--- config.mk ---
export PLATFORM = sky130hd
export DESIGN_NAME = hdlc_rx_deframer
export DESIGN_NICKNAME = d
export VERILOG_FILES = /design/src/rtl/hdlc_rx_deframer.sv
export SDC_FILE = /design/constraint.sdc
export NUM_CORES = 1
export LEC_CHECK = 0
export CORE_ASPECT_RATIO = 0.6
export CORE_MARGIN = 2
export CORE_UTILIZATION = 53
export CTS_CLUSTER_DIAMETER = 150
export CTS_CLUSTER_SIZE = 8
export DETAILED_ROUTE_END_ITERATION = 8
export GPL_ROUTABILITY_DRIVEN = 0
export PLACE_DENSITY = 0.78
export SLEW_MARGIN = 20
export SYNTH_ARGS = -nofsm -noshare
export SYNTH_HDL_FRONTEND = slang
export SYNTH_SLANG_ARGS = --single-unit
--- constraint.sdc ---
create_clock -name clk -period 2.1 [get_ports clk]
set_input_delay 0.42 -clock clk [delete_from_list [all_inputs] [get_ports clk]]
set_output_delay 0.42 -clock clk [all_outputs]
set_load 0.02 [all_outputs]
--- src/rtl/hdlc_rx_deframer.sv ---
module hdlc_rx_deframer #(
  parameter int LANES = 2,
  parameter int MAX_BYTES = 64,
  localparam int LSEL_W = (LANES > 1) ? $clog2(LANES) : 1,
  localparam int NB_W = $clog2(MAX_BYTES + 1)
) (
  input  logic                 clk,
  input  logic                 rst_n,
  input  logic                 sample_valid,
  input  logic [LANES*8-1:0]   tdm_word,
  input  logic [LSEL_W-1:0]    lane_sel,
  input  logic                 mode56,
  output logic                 in_ready,
  output logic                 out_valid,
  output logic [7:0]           out_data,
  output logic                 out_start,
  output logic                 out_end,
  output logic                 end_good,
  output logic                 end_fcs_err,
  output logic                 end_align_err,
  output logic                 end_oversize,
  output logic                 end_abort
);

  localparam logic [15:0] RESIDUE = 16'hF0B8;

  typedef enum logic [1:0] {S_HUNT0, S_HUNTF, S_OPEN, S_FRAME} rx_st_t;

  function automatic logic [15:0] crc_upd(input logic [15:0] c, input logic [7:0] d);
    logic [15:0] r;
    r = c;
    for (int i = 0; i < 8; i++)
      r = (r[0] ^ d[i]) ? ((r >> 1) ^ 16'h8408) : (r >> 1);
    return r;
  endfunction

  rx_st_t      st, n_st;
  logic [2:0]  ones, n_ones;
  logic [7:0]  acc, n_acc;
  logic [2:0]  pos, n_pos;
  logic [NB_W-1:0] nb, n_nb;
  logic [15:0] crc, n_crc;
  logic [7:0]  shreg;
  logic [3:0]  nleft;
  logic [7:0]  h0, h1;
  logic [1:0]  hcnt;
  logic        started;

  logic [7:0] lane_byte;
  logic       all_ones, accept, bit_v, b, databit, push, first;
  logic       ev_good, ev_fcs, ev_align, ev_over, ev_abort;

  assign lane_byte = tdm_word[{lane_sel, 3'b000} +: 8];
  assign all_ones  = mode56 ? (&lane_byte[6:0]) : (&lane_byte);
  assign in_ready  = (nleft == 4'd0);
  assign accept    = sample_valid && in_ready;
  assign bit_v     = !in_ready;
  assign b         = shreg[0];

  always_comb begin
    n_st = st; n_ones = ones; n_acc = acc; n_pos = pos; n_nb = nb; n_crc = crc;
    databit = 1'b0; push = 1'b0; first = 1'b0;
    ev_good = 1'b0; ev_fcs = 1'b0; ev_align = 1'b0; ev_over = 1'b0; ev_abort = 1'b0;
    if (accept && all_ones) begin
      n_st = S_HUNT0;
      n_ones = 3'd0;
      ev_abort = (st == S_FRAME);
    end else if (bit_v) begin
      case (st)
        S_HUNT0: if (!b) begin
          n_st = S_HUNTF;
          n_ones = 3'd0;
        end
        S_HUNTF: begin
          if (b) begin
            if (ones == 3'd6) begin
              n_st = S_HUNT0;
              n_ones = 3'd0;
            end else n_ones = ones + 3'd1;
          end else begin
            if (ones == 3'd6) begin
              n_st = S_OPEN;
              n_pos = 3'd0;
            end
            n_ones = 3'd0;
          end
        end
        default: begin
          if (b) begin
            if (ones == 3'd6) begin
              n_st = S_HUNT0;
              n_ones = 3'd0;
              ev_abort = (st == S_FRAME);
            end else begin
              n_ones = ones + 3'd1;
              databit = 1'b1;
            end
          end else begin
            n_ones = 3'd0;
            if (ones == 3'd6) begin
              n_st = S_OPEN;
              n_pos = 3'd0;
              if (st == S_FRAME) begin
                if (pos != 3'd7) ev_align = 1'b1;
                else if (crc == RESIDUE) ev_good = 1'b1;
                else ev_fcs = 1'b1;
              end
            end else if (ones != 3'd5) begin
              databit = 1'b1;
            end
          end
        end
      endcase
      if (databit) begin
        n_acc = {b, acc[7:1]};
        if (pos == 3'd7) begin
          n_pos = 3'd0;
          if (st == S_OPEN) begin
            n_st = S_FRAME;
            n_crc = crc_upd(16'hFFFF, n_acc);
            n_nb = NB_W'(1);
            push = 1'b1;
            first = 1'b1;
          end else if (nb == NB_W'(MAX_BYTES)) begin
            n_st = S_HUNTF;
            ev_over = 1'b1;
          end else begin
            n_crc = crc_upd(crc, n_acc);
            n_nb = nb + 1'b1;
            push = 1'b1;
          end
        end else begin
          n_pos = pos + 3'd1;
        end
      end
    end
  end

  always_ff @(posedge clk or negedge rst_n) begin
    if (!rst_n) begin
      st <= S_HUNT0; ones <= '0; acc <= '0; pos <= '0; nb <= '0; crc <= 16'hFFFF;
      shreg <= '0; nleft <= '0; h0 <= '0; h1 <= '0; hcnt <= '0; started <= 1'b0;
      out_valid <= 1'b0; out_data <= '0; out_start <= 1'b0; out_end <= 1'b0;
      end_good <= 1'b0; end_fcs_err <= 1'b0; end_align_err <= 1'b0;
      end_oversize <= 1'b0; end_abort <= 1'b0;
    end else begin
      st <= n_st; ones <= n_ones; acc <= n_acc; pos <= n_pos; nb <= n_nb; crc <= n_crc;
      if (accept && !all_ones) begin
        shreg <= lane_byte;
        nleft <= mode56 ? 4'd7 : 4'd8;
      end else if (bit_v) begin
        shreg <= shreg >> 1;
        nleft <= nleft - 4'd1;
      end
      out_valid <= 1'b0;
      out_start <= 1'b0;
      if (push) begin
        if (first) begin
          h0 <= n_acc; hcnt <= 2'd1; started <= 1'b0;
        end else if (hcnt == 2'd1) begin
          h1 <= n_acc; hcnt <= 2'd2;
        end else begin
          out_valid <= 1'b1;
          out_data  <= h0;
          out_start <= !started;
          started   <= 1'b1;
          h0 <= h1;
          h1 <= n_acc;
        end
      end
      out_end       <= ev_good | ev_fcs | ev_align | ev_over | ev_abort;
      end_good      <= ev_good;
      end_fcs_err   <= ev_fcs;
      end_align_err <= ev_align;
      end_oversize  <= ev_over;
      end_abort     <= ev_abort;
    end
  end

endmodule

Word-level counts from Yosys, hierarchy flattened
Cells that the tools add are included.
{"block": "word_totals", "reg_bits": 86, "latch_bits": 0, "mem_bits_rw": 0, "rom_bits": 0, "input_bits": 21, "mem_count": 0}
{"block": "classes", "add_sub_neg": 4, "mul": 0, "n_div": 0, "n_lt_le_gt_ge": 0, "eq_ne": 17, "shifts": 1, "n_mux": 115, "n_bitwise": 38, "reduce_logical": 19}
{"op": "$mux 16", "n": 18}
{"op": "$mux 1", "n": 61}
{"op": "$mux 8", "n": 7}
{"op": "$not 2->3", "n": 15}
{"op": "$mux 3", "n": 11}
{"op": "$mux 2", "n": 13}
{"op": "$eq 16x16->1 const B", "n": 1}
{"op": "$shiftx 16x5->8", "n": 1}
{"op": "$xor 1x1->1", "n": 15}
{"op": "$mux 7", "n": 2}
{"op": "$mux 4", "n": 3}
{"op": "$reduce_and 5->1", "n": 2}
{"op": "$ne 3x3->1 const B", "n": 3}
{"op": "$reduce_and 2->1", "n": 4}
{"op": "$reduce_and 8->1", "n": 1}
{"op": "$add 7x1->7 const B", "n": 1}
{"op": "$eq 7x7->1 const B", "n": 1}
{"op": "$reduce_and 7->1", "n": 1}
{"op": "$add 3x1->3 const B", "n": 2}
{"op": "$eq 3x3->1 const B", "n": 2}
{"op": "$ne 2x1->1 const B", "n": 3}
{"op": "$ne 2x2->1 const B", "n": 3}
{"op": "$eq 2x1->1 const B", "n": 2}
{"op": "$eq 2x2->1 const B", "n": 2}
{"op": "10 further kinds", "n": 20}

Logic depth before layout (Yosys ltp)
{"block": "logic_depth", "depth_word": 18, "depth_mapped": 10, "ltp_nobuf": 8}

Worst setup path after synthesis
No wires, ideal clock.
{"block": "synth_timing", "kind": "register to register", "from": "register nleft[0]", "to": "register h0[0]", "setup_time_ns": 0.125, "t_arrival_ns": 1.933, "required_ns": 1.975, "slack_ns": 0.042, "stages_incl_launch_ff": 9, "n_path_buf": 1, "cell_sequence": "dfrtp_1 inv_1 ha_1 or3b_1 nand3_1 nand2b_1 buf_6 mux2_1 mux2_2"}
{"block": "synth_via", "elab_chain_len": 6, "word_cells_on_any_way": 12, "cone_classes": "1 x eq/ne; 7 x mux; 4 x reduce/logical"}
{"item": "start: declaration", "line": "44", "text": "logic [3:0] nleft;"}
{"item": "start signal: assignment", "line": "150", "text": "nleft <= mode56 ? 4'd7 : 4'd8;"}
{"item": "start signal: assignment", "line": "153", "text": "nleft <= nleft - 4'd1;"}
{"item": "$logic_not 4->1 *", "line": "55", "text": "assign in_ready = (nleft == 4'd0);"}
{"item": "$logic_and 1x1->1", "line": "56", "text": "assign accept = sample_valid && in_ready;"}
{"item": "$logic_and 1x1->1", "line": "64", "text": "if (accept && all_ones) begin"}
{"item": "$mux 1", "line": "64"}
{"item": "$ne 2x2->1 (no source line)"}
{"item": "$reduce_and 2->1 (no source line)"}
{"item": "end signal: assignment", "line": "142", "text": "shreg <= '0; nleft <= '0; h0 <= '0; h1 <= '0; hcnt <= '0; started <= 1'b0;"}
{"item": "end signal: assignment", "line": "159", "text": "h0 <= n_acc; hcnt <= 2'd1; started <= 1'b0;"}
{"item": "end signal: assignment", "line": "167", "text": "h0 <= h1;"}
{"item": "end: declaration", "line": "45", "text": "logic [7:0] h0, h1;"}
Every way passes the cells marked *; elsewhere a longest branch is shown, timed or not.
A chain may end at the register's enable or synchronous reset.

Final worst setup path
{"block": "layout_timing", "from": "register nleft[1]", "to": "register out_data[0]"}
{"block": "layout_via", "elab_chain_len": 6, "word_cells_on_any_way": 9, "cone_classes": "4 x mux; 1 x bitwise; 4 x reduce/logical"}
{"item": "$logic_not 4->1 *", "line": "55"}
{"item": "$logic_and 1x1->1", "line": "56"}
{"item": "$logic_and 1x1->1", "line": "64"}
{"item": "$mux 1", "line": "64"}
{"item": "$not 1->1 (no source line)"}
{"item": "$reduce_and 3->1 (no source line) *"}
{"item": "end signal: assignment", "line": "143", "text": "out_valid <= 1'b0; out_data <= '0; out_start <= 1'b0; out_end <= 1'b0;"}
{"item": "end signal: assignment", "line": "164", "text": "out_data <= h0;"}
{"item": "end: declaration", "line": "15", "text": "output logic [7:0] out_data,"}
Marks and branches as above.

==> flow_metrics.tcl <==
set metrics [dict create \
    setup_violations 17 \
    required_ps 2330 \
    grt_pass1_wl_microns 18570 \
    drv_slew 0 \
    clock-root-buffer "clkbuf_16" \
    cts.sinks 85 \
    synthCells 449 \
    finalHoldViolations 0 \
    crit_type "reg2reg" \
    place_area_sq_um 5329 \
    grt_use_total_pct 24.76 \
    crit_path_end_kind "flop" \
    p_int_mw 3.124 \
    insertion_delay_ps 340 \
    yosys_register_bits 85 \
    ios 38 \
    grt_overflow_total 0 \
    min_path_type "in2async" \
    multi_input_area_sq_um 2365 \
    drt_iter0_markers 315 \
    peakVddDrop_mv 0.4086 \
    tightest_slew_ps 596.0 \
    detail-route-antenna-nets 0 \
    drc 0 \
    dr.pass1.iters 5 \
    post-route-period-util_pct 103.8 \
    grt_max_degree 41 \
    slew_headroom_pct 60.12 \
    final.setup.tns_ps -759.0 \
    comb_power_share_pct 24.3 \
    holdBufCountCts 0 \
    drive_gt1_share_pct 26.70 \
    seq_power_share_pct 41.9 \
    rsz0062_at_grt "true" \
    diodes 0 \
    fin_skew_ps 7.279 \
    vias 3700 \
    cts_buffers 9 \
    p_leak_nw 2.695 \
    cts_tree "yes" \
    grt_pass1_vias 3628 \
    async_reset_ff_share_pct 100.0 \
    numPortBuffers 37 \
    ys_warn_count 0 \
    path_clk_slew_ps 60 \
    cp_max_fo 5 \
    syn-num-nets 475 \
    power.density_nw_per_um2 760.7 \
    setup_slack_ps -80.30 \
    final_net_count 549 \
    power_switching_share_pct 29.54 \
    routed_wl_microns 11480 \
    yosysSeqAreaShare_pct 46.43 \
    dp_cells 612 \
    synth_edf_count 0 \
    die_y_microns 76.36 \
    h-tree-depth 3 \
    final.min_clock_period_ps 2180 \
    cap_violations 0 \
    num_rows 26 \
    die_area_sq_um 9513 \
    chipWidth_microns 124.6 \
    dpl.hpwl_microns 7949 \
    postLayoutCellArea_sq_um 5828 \
    clk_path_buf_depth 2 \
    seqCellArea_sq_um 2147 \
    drt-vias-per-instance 5.781 \
    synth_ff_type "dfrtp_1" \
    antenna_found_initial 0 \
    wl_per_cell_microns 17.94 \
    power.total_mw 4.434 \
    instances_no_fill 640 \
    initial_utilization_pct 54.47 \
    avgSynthCellArea_sq_um 10.30 \
    n_fill_cell 612 \
    violations "negative setup slack" \
    crit_path_start_kind "flop" \
    synth_cell_types 69 \
    syn_area_sq_um 4624 \
    p_sw_mw 1.310 \
    status "finished, violations left" \
    clkPwrFrac_pct 33.7 \
    fmax_ghz 0.4587 \
    area_delta_synth_final_pct 26.03 \
    worstPathArrival_ps 2410 \
    r2r_cells 9 \
    finalHoldWorstSlack_ps 8.474 \
    core_sq_um 8491 \
]
## logic make-up after synthesis
kind of cell               share of synthesized area [%]
adders and majority gates                          1.353
buffers and inverters                              4.951
AOI/OAI and AO/OA                                  15.15
xor gates and xnor gates                           6.818
DFF                                                46.43
and+or+nand+nor                                    16.42
muxes                                              8.875
## layout make-up
| class | instances | area share, % |
|---|---|---|
| Multi-Input combinational cell | 323 | 40.58 |
| Clock buffer | 12 | 4.229 |
| Sequential cell | 85 | 36.84 |
| Timing Repair Buffer | 90 | 14.47 |
| Clock inverter | 4 | 0.5796 |
| Tap cell | 112 | 2.404 |
| Inverter | 14 | 0.9017 |
## cells in the mapped netlist, drive strengths merged, types with 10 or more instances
cell / count / area [sq um]
a21oi: 10 / 61.31
buf: 21 / 143.9
dfrtp: 69 / 1727
dfstp: 16 / 420.4
inv: 14 / 52.55
mux2: 27 / 330.3
nand2: 61 / 231.5
nand3: 16 / 90.09
nor2: 21 / 83.83
nor3: 10 / 50.05
o21ai: 43 / 226.5
xnor2: 15 / 131.4
xor2: 21 / 183.9
## critical path, cell delays in order, from the launching register on
cell	delay, ps
dfrtp_1	340
inv_1	50
ha_2	180
or3b_4	280
buf_6	130
nand3_4	110
a211oi_4	280
nand3_2	190
clkbuf_16	210
mux2_4	290
## power by group through the flow
stage                     sequential (mW)  combinational (mW)  clock [mW]
after global routing                 1.87                1.17        1.59
after CTS                            1.85                1.02        1.51
after detailed placement             1.88               0.963           0
after floorplan                      1.86               0.595           0
final                                1.86                1.08        1.50
after global placement               1.87               0.930           0
## final timing paths
path | startpoint | endpoint | slack, ps
max | nleft[1]$_DFFE_PN0P_ | out_data[0]$_DFFE_PN0P_ | -80
min | rst_n | end_abort$_DFF_PN0_ | 8
max reg2reg | nleft[1]$_DFFE_PN0P_ | out_data[0]$_DFFE_PN0P_ | -80
min reg2reg | started$_DFFE_PN0P_ | out_start$_DFF_PN0_ | 430
max in group asynchronous | rst_n | crc[2]$_DFFE_PN1P_ | 1490
min in group clk | started$_DFFE_PN0P_ | out_start$_DFF_PN0_ | 430
## sequential cells by signal (all words and copies together) (netlist names), 2 cells and up
register and flops:
crc 16, h0 8, h1 8, out_data 8, shreg 8, acc 7, nb 7, nleft 4
ones 3, pos 3, hcnt 2, st 2
## metrics by stage
stage               setup slack, ps  util (%)
finish                       -80.30     68.64
global route                 -138.5     68.64
CTS                          -52.94     67.48
detailed placement           -359.9     62.76
global placement             -282.5     62.76
floorplan                     42.14         -
## what timing repair did
item | 4_1_cts | 5_1_grt
gates cloned | 2 | 1
gates resized for setup | 23 | 17
pin swaps | 9 | 8
setup buffers | 8 | 5
endpoints found under the setup margin | 48 | 66
## routing by layer
layer	track usage, %	part of all wire [%]	up-vias
met5	0	0	-
met1	36.68	49	1827
met3	6.882	6.1	11
li1	-	-	1732
met4	6.067	1.0	0
met2	36.23	44	130
## cell usage in the layout, fill, tap and decap left out, types with 5 or more instances in the layout
master / n
o22ai_1: 7
o21ai_1: 21
a221o_1: 9
buf_4: 46
nor2_1: 17
nand3_1: 13
clkdlybuf4s50_1: 34
dfstp_2: 16
mux2_1: 5
xnor2_1: 15
inv_1: 13
o21ai_0: 20
a21oi_1: 7
mux2_2: 11
mux2i_1: 8
nor3_1: 10
nand2_1: 59
xor2_1: 21
dfrtp_1: 69
clkbuf_16: 10
mux2_4: 11
No activity file was read; power rests on OpenSTA's default activity.
